$ cat config.mk
export PLATFORM = sky130hd
export DESIGN_NAME = region_guard
export DESIGN_NICKNAME = d
export VERILOG_FILES = /design/src/rtl/region_guard_pkg.sv /design/src/rtl/rg_region_eval.sv /design/src/rtl/rg_combine.sv /design/src/rtl/rg_err_capture.sv /design/src/rtl/region_guard.sv
export SDC_FILE = /design/constraint.sdc
export NUM_CORES = 1
export LEC_CHECK = 0
export BUFFER_PORTS_ARGS = -buffer_cell sky130_fd_sc_hd__buf_2
export CAP_MARGIN = 20
export CORE_MARGIN = 8
export CORE_UTILIZATION = 53
export CTS_CLUSTER_SIZE = 24
export DETAILED_ROUTE_END_ITERATION = 10
export GPL_TIMING_DRIVEN = 0
export PLACE_DENSITY = 0.95
export SLEW_MARGIN = 20
export SYNTH_ARGS = -nofsm -noshare
export SYNTH_HDL_FRONTEND = slang
export SYNTH_HIERARCHICAL = 1
export SYNTH_SLANG_ARGS = --single-unit
$ cat constraint.sdc
create_clock -name clk -period 10.7 [get_ports clk]
set_input_delay 2.14 -clock clk [delete_from_list [all_inputs] [get_ports clk]]
set_output_delay 2.14 -clock clk [all_outputs]
set_load 0.005 [all_outputs]
$ cat src/rtl/region_guard_pkg.sv
package region_guard_pkg;

    typedef enum logic [1:0] {
        KIND_READ  = 2'b00,
        KIND_WRITE = 2'b01,
        KIND_FETCH = 2'b10,
        KIND_RSVD  = 2'b11
    } acc_kind_e;

    typedef struct packed {
        logic rd;
        logic wr;
        logic ex;
    } rwx_t;

    typedef enum logic {
        CAP_EMPTY = 1'b0,
        CAP_HELD  = 1'b1
    } cap_state_e;

    // Supervisor code expansion; code 3 falls through to the user field.
    function automatic rwx_t sup_expand(input logic [1:0] code, input rwx_t usr);
        rwx_t r;
        unique case (code)
            2'b00:   r = '{rd: 1'b1, wr: 1'b1, ex: 1'b1};
            2'b01:   r = '{rd: 1'b1, wr: 1'b0, ex: 1'b1};
            2'b10:   r = '{rd: 1'b1, wr: 1'b1, ex: 1'b0};
            default: r = usr;
        endcase
        return r;
    endfunction

    function automatic logic kind_permitted(input acc_kind_e k, input rwx_t p);
        logic ok;
        unique case (k)
            KIND_READ:  ok = p.rd;
            KIND_WRITE: ok = p.wr;
            KIND_FETCH: ok = p.ex;
            default:    ok = 1'b0;
        endcase
        return ok;
    endfunction

endpackage

$ cat src/rtl/rg_region_eval.sv
module rg_region_eval
    import region_guard_pkg::*;
#(
    parameter int AW   = 16,
    parameter int NM   = 2,
    parameter int MIDW = 1
) (
    input  logic [AW-1:0]   addr_i,
    input  logic [MIDW-1:0] master_i,
    input  logic            super_i,
    input  acc_kind_e       kind_i,
    input  logic            valid_i,
    input  logic [AW-1:0]   start_i,
    input  logic [AW-1:0]   end_i,
    input  logic [NM*2-1:0] sup_perm_i,
    input  logic [NM*3-1:0] usr_perm_i,
    output logic            hit_o,
    output logic            grant_o,
    output logic            violate_o
);

    logic       in_range;
    logic       master_known;
    logic [1:0] sup_code;
    rwx_t       usr_rwx;
    rwx_t       eff_rwx;
    logic       perm_ok;

    assign in_range = (addr_i >= start_i) && (addr_i <= end_i);
    assign hit_o    = valid_i && in_range;

    // Pick this master's fields out of the region's packed vectors.
    always_comb begin
        master_known = 1'b0;
        sup_code     = 2'b00;
        usr_rwx      = '0;
        for (int m = 0; m < NM; m++) begin
            if (master_i == MIDW'(m)) begin
                master_known = 1'b1;
                sup_code     = sup_perm_i[m*2 +: 2];
                usr_rwx      = rwx_t'(usr_perm_i[m*3 +: 3]);
            end
        end
    end

    always_comb begin
        if (super_i) begin
            eff_rwx = sup_expand(sup_code, usr_rwx);
        end else begin
            eff_rwx = usr_rwx;
        end
        perm_ok = master_known && kind_permitted(kind_i, eff_rwx);
    end

    assign grant_o   = hit_o && perm_ok;
    assign violate_o = hit_o && !perm_ok;

endmodule

$ cat src/rtl/rg_combine.sv
module rg_combine #(
    parameter int NR = 4
) (
    input  logic          acc_valid_i,
    input  logic [NR-1:0] hit_i,
    input  logic [NR-1:0] grant_i,
    input  logic [NR-1:0] violate_i,
    output logic [NR-1:0] hit_o,
    output logic          allow_o,
    output logic          error_o
);

    logic any_grant;
    logic any_violate;
    logic any_hit;

    assign any_grant   = |grant_i;
    assign any_violate = |violate_i;
    assign any_hit     = |hit_i;

    always_comb begin
        hit_o   = acc_valid_i ? hit_i : '0;
        allow_o = 1'b0;
        error_o = 1'b0;
        if (acc_valid_i) begin
            if (any_grant) begin
                // A grant anywhere overrides violations elsewhere.
                allow_o = 1'b1;
            end else if (any_violate || !any_hit) begin
                error_o = 1'b1;
            end
        end
    end

endmodule

$ cat src/rtl/rg_err_capture.sv
module rg_err_capture
    import region_guard_pkg::*;
#(
    parameter int AW   = 16,
    parameter int MIDW = 1
) (
    input  logic            clk,
    input  logic            rst_n,
    input  logic            error_i,
    input  logic            clr_i,
    input  logic [AW-1:0]   addr_i,
    input  logic [MIDW-1:0] master_i,
    input  logic            super_i,
    input  logic [1:0]      type_i,
    output logic            flag_o,
    output logic [AW-1:0]   addr_o,
    output logic [MIDW-1:0] master_o,
    output logic            super_o,
    output logic [1:0]      type_o
);

    cap_state_e state_q;
    cap_state_e state_d;
    logic       load;

    // Next-state and load decision.
    always_comb begin
        state_d = state_q;
        load    = 1'b0;
        unique case (state_q)
            CAP_EMPTY: begin
                if (error_i) begin
                    state_d = CAP_HELD;   // capture
                    load    = 1'b1;
                end
            end
            CAP_HELD: begin
                if (clr_i && error_i) begin
                    state_d = CAP_HELD;   // recapture
                    load    = 1'b1;
                end else if (clr_i) begin
                    state_d = CAP_EMPTY;  // release
                end
            end
            default: state_d = CAP_EMPTY;
        endcase
    end

    always_ff @(posedge clk or negedge rst_n) begin
        if (!rst_n) begin
            state_q <= CAP_EMPTY;
        end else begin
            state_q <= state_d;
        end
    end

    always_ff @(posedge clk or negedge rst_n) begin
        if (!rst_n) begin
            addr_o   <= '0;
            master_o <= '0;
            super_o  <= 1'b0;
            type_o   <= 2'b00;
        end else if (load) begin
            addr_o   <= addr_i;
            master_o <= master_i;
            super_o  <= super_i;
            type_o   <= type_i;
        end
    end

    always_comb begin
        unique case (state_q)
            CAP_HELD: flag_o = 1'b1;
            default:  flag_o = 1'b0;
        endcase
    end

endmodule

$ cat src/rtl/region_guard.sv
module region_guard
    import region_guard_pkg::*;
#(
    parameter int AW   = 16,
    parameter int NR   = 4,
    parameter int NM   = 2,
    parameter int MIDW = (NM > 1) ? $clog2(NM) : 1
) (
    input  logic               clk,
    input  logic               rst_n,
    input  logic               acc_valid,
    input  logic [AW-1:0]      acc_addr,
    input  logic [MIDW-1:0]    acc_master,
    input  logic               acc_super,
    input  logic [1:0]         acc_type,
    input  logic [NR-1:0]      rgn_valid,
    input  logic [NR*AW-1:0]   rgn_start,
    input  logic [NR*AW-1:0]   rgn_end,
    input  logic [NR*NM*2-1:0] rgn_sup_perm,
    input  logic [NR*NM*3-1:0] rgn_usr_perm,
    input  logic               err_clr,
    output logic               acc_allow,
    output logic               acc_error,
    output logic [NR-1:0]      rgn_hit,
    output logic               err_flag,
    output logic [AW-1:0]      err_addr,
    output logic [MIDW-1:0]    err_master,
    output logic               err_super,
    output logic [1:0]         err_type
);

    localparam int SUPW = NM * 2;
    localparam int USRW = NM * 3;

    acc_kind_e     kind;
    logic [NR-1:0] hit_raw;
    logic [NR-1:0] grant;
    logic [NR-1:0] violate;

    assign kind = acc_kind_e'(acc_type);

    for (genvar i = 0; i < NR; i++) begin : g_region
        rg_region_eval #(
            .AW  (AW),
            .NM  (NM),
            .MIDW(MIDW)
        ) u_eval (
            .addr_i    (acc_addr),
            .master_i  (acc_master),
            .super_i   (acc_super),
            .kind_i    (kind),
            .valid_i   (rgn_valid[i]),
            .start_i   (rgn_start[i*AW +: AW]),
            .end_i     (rgn_end[i*AW +: AW]),
            .sup_perm_i(rgn_sup_perm[i*SUPW +: SUPW]),
            .usr_perm_i(rgn_usr_perm[i*USRW +: USRW]),
            .hit_o     (hit_raw[i]),
            .grant_o   (grant[i]),
            .violate_o (violate[i])
        );
    end

    rg_combine #(
        .NR(NR)
    ) u_combine (
        .acc_valid_i(acc_valid),
        .hit_i      (hit_raw),
        .grant_i    (grant),
        .violate_i  (violate),
        .hit_o      (rgn_hit),
        .allow_o    (acc_allow),
        .error_o    (acc_error)
    );

    rg_err_capture #(
        .AW  (AW),
        .MIDW(MIDW)
    ) u_capture (
        .clk     (clk),
        .rst_n   (rst_n),
        .error_i (acc_error),
        .clr_i   (err_clr),
        .addr_i  (acc_addr),
        .master_i(acc_master),
        .super_i (acc_super),
        .type_i  (acc_type),
        .flag_o  (err_flag),
        .addr_o  (err_addr),
        .master_o(err_master),
        .super_o (err_super),
        .type_o  (err_type)
    );

endmodule

==> results.py, run 1 <==
metrics = {
    "sta": {
        "fin_skew_ns": 0.001064,
        "slew_headroom": 0.4732,
        "finalSetupViolations": 0,
        "slew_viol_final": 0,
        "finalCritPeriodShare": 0.6677,
        "worstMarginPinSlew_ns": 0.7830,
        "finalSetupTns_ns": 0,
        "min_period_ns": 7.144,
        "timing_hold_violations_final": 0,
        "fmax_mhz": 140.0,
        "rsz0062_at_grt": "false",
    },
    "power_and_ir_drop": {
        "ir_drop_mv": 0.03864,
        "p_sw_mw": 0.1826,
        "p_clk_frac": 0.107,
        "seq_power_share": 0.271,
        "leakagePower_nw": 3.651,
        "cellPowerDensity_mw_per_mm2": 80.09,
        "total_power_mw": 0.4857,
        "combinationalPowerShare": 0.622,
        "p_int_mw": 0.3032,
        "p_sw_frac": 0.3758,
    },
    "routing": {
        "postRouteAntennaNets": 0,
        "dr.pass1.iters": 4,
        "wl_met3_um": 1024,
        "routedWlPerCell_um": 17.69,
        "vias": 4854,
        "met2_wirelength_um": 7779,
        "viasPerCell": 5.485,
        "wl_met1_um": 6275,
        "detail_route.drc_violations": 0,
        "top_layer": "met5",
        "drt_iter0_drc": 209,
        "routed_wl_um": 15660,
    },
    "worst_setup_path": {
        "critPathLaunchType": "input pin",
        "worst-r2r-setup-slack_ns": 9.54,
        "critPathArrivalTime_ns": 5.00,
        "r2r_start": "u_capture/state_q",
        "end_kind": "primary output",
        "worst_r2r_endpoint": "u_capture/addr_o[2]",
        "crit_path_max_fanout": 9,
        "reg2reg_depth": 4,
        "required_ns": 8.56,
        "crit_type": "in2out",
    },
    "synthesis": {
        "yosysTopAreaCellShare": 0.3356,
        "avgSynthCellArea_um2": 8.661,
        "ys.flop_type": "dfrtp_1",
        "yosysWarningCount": 6,
        "synth.area.top_cells": "ha_1 (34%), dfrtp_1 (11%), inv_1 (9.8%), mux2_4 (6.3%), a21oi_1 (4.9%)",
        "synth_top_family_by_area": "adder cells",
        "yosys.area_share.adder": 0.3356,
        "ys_seq_elements": 21,
        "synthXorXnorAreaFrac": 0,
        "synth_edf_count": 0,
        "synthSimpleGateAreaFrac": 0.1550,
        "synth.net_count": 875,
        "synth_cells": 551,
        "async_reset_ff_frac": 1.000,
        "synth_compound_area_frac": 0.1833,
        "muxShareOfSynthArea": 0.1059,
        "yosys.area.top_type": "ha_1",
        "syn_area_mm2": 0.004772,
        "ys_seq_area_frac": 0.1101,
        "synth.distinct_cells": 45,
    },
    "placed_design": {
        "numPortBuffers": 222,
        "dp_hpwl_um": 13920,
        "placed_cell_area_mm2": 0.006018,
        "place.gp.congestion": 0.8375,
    },
    "floorplanning": {
        "dieArea_mm2": 0.01230,
        "rows": 34,
        "io_pins": 223,
        "die_x_um": 110.9,
        "die_y_um": 110.9,
        "coreArea_mm2": 0.008721,
        "initial_utilization": 0.5472,
    },
    "hold_path": {
        "hold_depth": 1,
        "hold_start": "u_capture/type_o[1]",
        "worst_hold_path.endpoint": "u_capture/type_o[1]",
        "hold_class": "reg2reg",
    },
    "clock_tree": {
        "cts_max_level": 1,
        "cts_buffers": 3,
        "worstSkewPairLatency_ns": 0.26,
        "cts_sinks": 21,
        "clk_path_buf_depth": 2,
        "ctsHoldBuffers": 0,
        "path_clk_slew_ns": 0.07,
        "cts_tree": "built",
        "post_cts_buffers": 0,
        "root_buffer": "clkbuf_8",
        "cts_resized": 0,
    },
    "global_route": {
        "grt_pass1_wl_um": 24280,
        "grt_max_degree": 22,
        "grt.total_usage": 0.2410,
        "antenna_found_initial": 1,
        "grt_pass1_vias": 5306,
        "gr-total-overflow": 0,
    },
    "final_layout": {
        "syn2layout_area_growth_pct": 27.08,
        "finalInstanceArea_mm2": 0.006065,
        "nFillCells": 706,
        "drive_gt1_frac": 0.3591,
        "n_antenna_cell": 0,
        "layout_commonest_cell": "buf_2",
        "utilization": 0.6954,
        "layout_common_cells": "buf_2 (226), ha_1 (128), inv_1 (124)",
        "nets": 1102,
    },
    "outcome": {
        "status": "finished, final reports clean",
    },
    "flow_run": {
        "maxCapViolCount": 0,
    },
}
worst max-delay path: stages:
cell and delay, ns:
buf_2 0.19, ha_1 0.38, nand4_1 0.16, nor4_1 0.44, a21boi_0 0.29, o31a_1 0.33
nor3b_2 0.08, or4_1 0.52, o211a_1 0.31, buf_2 0.16
registers in the layout, indices dropped and copies added, names as in the netlist:
signal	flops
u_capture/addr_o	16
u_capture/master_o	1
u_capture/state_q	1
u_capture/super_o	1
u_capture/type_o	2
how the worst max path moves through the flow:
stage                      start        end  slack, ns  depth (start not counted)
finish              acc_addr[14]  acc_error       3.56                         10
global route        acc_addr[14]  acc_error       3.44                         10
CTS                 acc_addr[14]  acc_error       3.58                         10
detailed placement  acc_addr[14]  acc_error       3.58                         10
global placement    acc_addr[15]  acc_error       3.60                         10
floorplan            acc_addr[0]  acc_error       4.30                          9
power by group through the flow:
stage	Combinational, mW	Clock, mW	Sequential, mW
4_1_cts	0.304	0.0530	0.132
3_3_place_gp	0.291	0	0.131
5_1_grt	0.333	0.0561	0.135
3_5_place_dp	0.304	0	0.131
6_report	0.302	0.0521	0.132
2_1_floorplan	0.175	0	0.134
stage by stage:
stage	std cells	hold slack (ns)	worst slack (ns)
finish	885	0.5080	3.556
detailed placement	881	0.4876	3.584
global route	885	0.5277	3.438
CTS	885	0.5093	3.578
floorplan	551	0.5061	4.295
global placement	881	0.4857	3.604
cells in the mapped netlist, types with 2 or more instances:
cell type	n
buf_12	2
and4_1	7
o22a_1	4
a2111oi_4	3
a22o_1	3
a21oi_2	4
ha_1	128
nor2_1	11
a221o_1	4
nand2b_4	4
o21a_1	4
nand2_1	26
nand4_1	16
a21oi_1	47
nor3_2	4
inv_1	124
mux2i_1	16
dfrtp_1	21
o31a_1	4
nor3b_2	4
and2_1	8
nand3_1	17
a32oi_1	4
nor2b_1	5
o41ai_4	3
mux2_4	20
a21o_1	7
a21boi_0	5
buf_2	4
mux2_1	4
o2bb2ai_1	4
o21ai_0	13
nor4_1	9
layout make-up:
class / count / area, um2 / area share
Multi-Input combinational cell: 400 / 3721 / 0.6136
Timing Repair Buffer: 222 / 1111 / 0.1832
Sequential cell: 21 / 525.5 / 0.08665
Inverter: 124 / 465.4 / 0.07675
Tap cell: 108 / 135.1 / 0.02228
Buffer: 6 / 60.06 / 0.009903
Clock buffer: 3 / 41.29 / 0.006808
Clock inverter: 1 / 5.005 / 0.0008253
routing by layer:
metal,track usage,up-vias
met5,0,-
met4,0.1036,2
met3,0.04978,38
met2,0.4547,208
met1,0.2493,2197
li1,-,2409
cell families after synthesis:
kind of cell / count (synthesis)
adder cells (fa/ha/maj): 128
buffers and inverters: 130
AND/OR/NAND/NOR: 119
AO/OA/AOI/OAI: 113
flip-flops: 21
multiplexers: 40
Note: power is estimated with default switching activity, not from simulation.
==> run 2, diff against run 1 <==
CORE_UTILIZATION = 49   (was 53)
PLACE_DENSITY = 0.91   (was 0.95)
clock period = 7.24 ns   (was 10.7 ns; I/O delays follow)
==> run 2 against run 1 <==
  * Non-clock buffer count unchanged
  * Cell area rose by 0.52%
  * Worst setup slack got worse by 2.2 ns
  * First-iteration DRC count rose by 2.4%
  * Clock-buffer cell count unchanged
  * Combinational power increased by 47%
  * Clock power rose by 48%
  * Die area rose by 7.0%
  * Sequential share of layout area about the same
==> results.py, run 2 (synthesis gave the netlist of run 1 again) <==
metrics = {
    "outcome": {
        "status": "finished, final reports clean",
    },
    "routing": {
        "detail_route.drc_violations": 0,
        "drt_iter0_drc": 214,
        "vias": 4864,
        "postRouteAntennaNets": 0,
        "routedWlPerCell_um": 17.03,
        "dr.pass1.iters": 4,
        "viasPerCell": 5.345,
        "routed_wl_um": 15500,
    },
    "global_route": {
        "grt_pass1_vias": 5278,
        "grt_pass1_wl_um": 24060,
        "grt.total_usage": 0.2294,
        "gr-total-overflow": 0,
        "antenna_found_initial": 1,
        "grt_max_degree": 22,
    },
    "final_layout": {
        "reg.largest.list": "u_capture/addr_o x16, u_capture/type_o x2",
        "layout_common_cells": "buf_2 (226), ha_1 (128), inv_1 (124)",
        "layout_commonest_cell": "buf_2",
        "largest_reg_flops": 16,
        "multi_input_area_mm2": 0.003721,
        "n_antenna_cell": 0,
        "utilization": 0.6354,
        "nets": 1102,
        "syn2layout_area_growth_pct": 27.74,
        "largest_register": "u_capture/addr_o",
        "nFillCells": 827,
        "drive_gt1_frac": 0.3591,
        "finalInstanceArea_mm2": 0.006096,
        "register_area_um2": 525.5,
    },
    "floorplanning": {
        "initial_utilization": 0.4974,
        "rows": 36,
        "dieArea_mm2": 0.01315,
        "coreArea_mm2": 0.009594,
        "die_y_um": 114.7,
        "die_x_um": 114.7,
        "io_pins": 223,
    },
    "worst_setup_path": {
        "slowest_stage": "nor4_1",
        "critPathLaunchType": "input pin",
        "crit_type": "in2out",
        "end_kind": "primary output",
        "cp_cell_sequence": "buf_2 -> ha_1 -> nand4_1 -> nor4_1 -> a21boi_0 -> o31a_1 -> nor3_2 -> nor4_1 -> o211a_1 -> buf_2",
        "required_ns": 5.79,
        "critPathArrivalTime_ns": 4.42,
        "crit_path_max_fanout": 9,
        "crit_family": "simple AND/OR/NAND/NOR gates",
        "cp_num_buf_inv": 2,
        "max_stage_delay_ns": 0.54,
    },
    "placed_design": {
        "numPortBuffers": 222,
        "placed_cell_area_mm2": 0.006050,
        "place.gp.congestion": 0.9090,
        "dp_hpwl_um": 13880,
        "dp_slack_ns": 1.378,
    },
    "clock_tree": {
        "clk_path_buf_depth": 2,
        "cts_max_level": 1,
        "cts_buffers": 3,
        "cts_tree": "built",
        "ctsHoldBuffers": 0,
        "path_clk_slew_ns": 0.08,
        "post_cts_buffers": 0,
        "worstSkewPairLatency_ns": 0.26,
        "root_buffer": "clkbuf_8",
        "cts_sinks": 21,
        "cts_resized": 0,
    },
    "sta": {
        "setup_slack_ns": 1.375,
        "finalCritPeriodShare": 0.8101,
        "rsz0062_at_grt": "false",
        "slew_viol_final": 0,
        "finalSetupTns_ns": 0,
        "finalSetupViolations": 0,
        "slew_headroom": 0.4592,
        "fin_skew_ns": 0.002273,
        "timing_hold_violations_final": 0,
        "worstMarginPinSlew_ns": 0.8038,
        "fmax_mhz": 170.5,
        "min_period_ns": 5.865,
    },
    "power_and_ir_drop": {
        "leakagePower_nw": 3.651,
        "cellPowerDensity_mw_per_mm2": 117.5,
        "ir_drop_mv": 0.07717,
    },
    "flow_run": {
        "maxCapViolCount": 0,
    },
    "hold_path": {
        "hold_class": "reg2reg",
    },
}
## run 2: power by group
group / leakage (nW) / switching, mW / total, mW / internal [mW]
combinational: 3.38 / 0.200 / 0.443 / 0.243
clock: 0.0255 / 0.0387 / 0.0770 / 0.0383
sequential: 0.247 / 0.0301 / 0.196 / 0.166
## run 2: worst paths after layout
kind,startpoint,end,slack [ns],cells past startpoint
hold reg to reg,u_capture/addr_o[7],u_capture/addr_o[7],0.51,1
setup / recovery,acc_addr[14],acc_error,1.38,10
max in group asynchronous,rst_n,u_capture/addr_o[10],5.76,1
hold / removal,u_capture/addr_o[7],u_capture/addr_o[7],0.51,1
min in group asynchronous,rst_n,u_capture/addr_o[1],1.15,1
setup reg to reg,u_capture/state_q,u_capture/addr_o[3],6.09,4
## run 2: final cells by class
| cell class | count | area share |
|---|---|---|
| Tap cell | 133 | 0.02730 |
| Timing Repair Buffer | 222 | 0.1823 |
| Sequential cell | 21 | 0.08621 |
| Buffer | 6 | 0.009852 |
| Inverter | 124 | 0.07635 |
| Clock buffer | 3 | 0.006773 |
| Clock inverter | 1 | 0.0008210 |
| Multi-Input combinational cell | 400 | 0.6104 |
## run 2: stage by stage
step | hold WS [ns] | power, mW | instances
finish | 0.5142 | 0.7162 | 910
detailed placement | 0.4918 | 0.6435 | 906
global route | 0.5192 | 0.7781 | 910
floorplan | 0.5061 | 0.4574 | 551
global placement | 0.4906 | 0.6234 | 906
CTS | 0.5149 | 0.7232 | 910
## run 2: worst reg2reg max path: stages, from the launching register on
cell	delay [ns]
dfrtp_1	0.41
nand2b_4	0.09
nand2_4	0.07
buf_12	0.16
mux2_4	0.31
## run 2: per-layer routing
layer	global-route usage	part of all wire	routed length (um)
met5	0	0.00065	10
met4	0.1012	0.035	541
met1	0.2374	0.37	5690
met3	0.06593	0.10	1621
met2	0.4191	0.49	7635
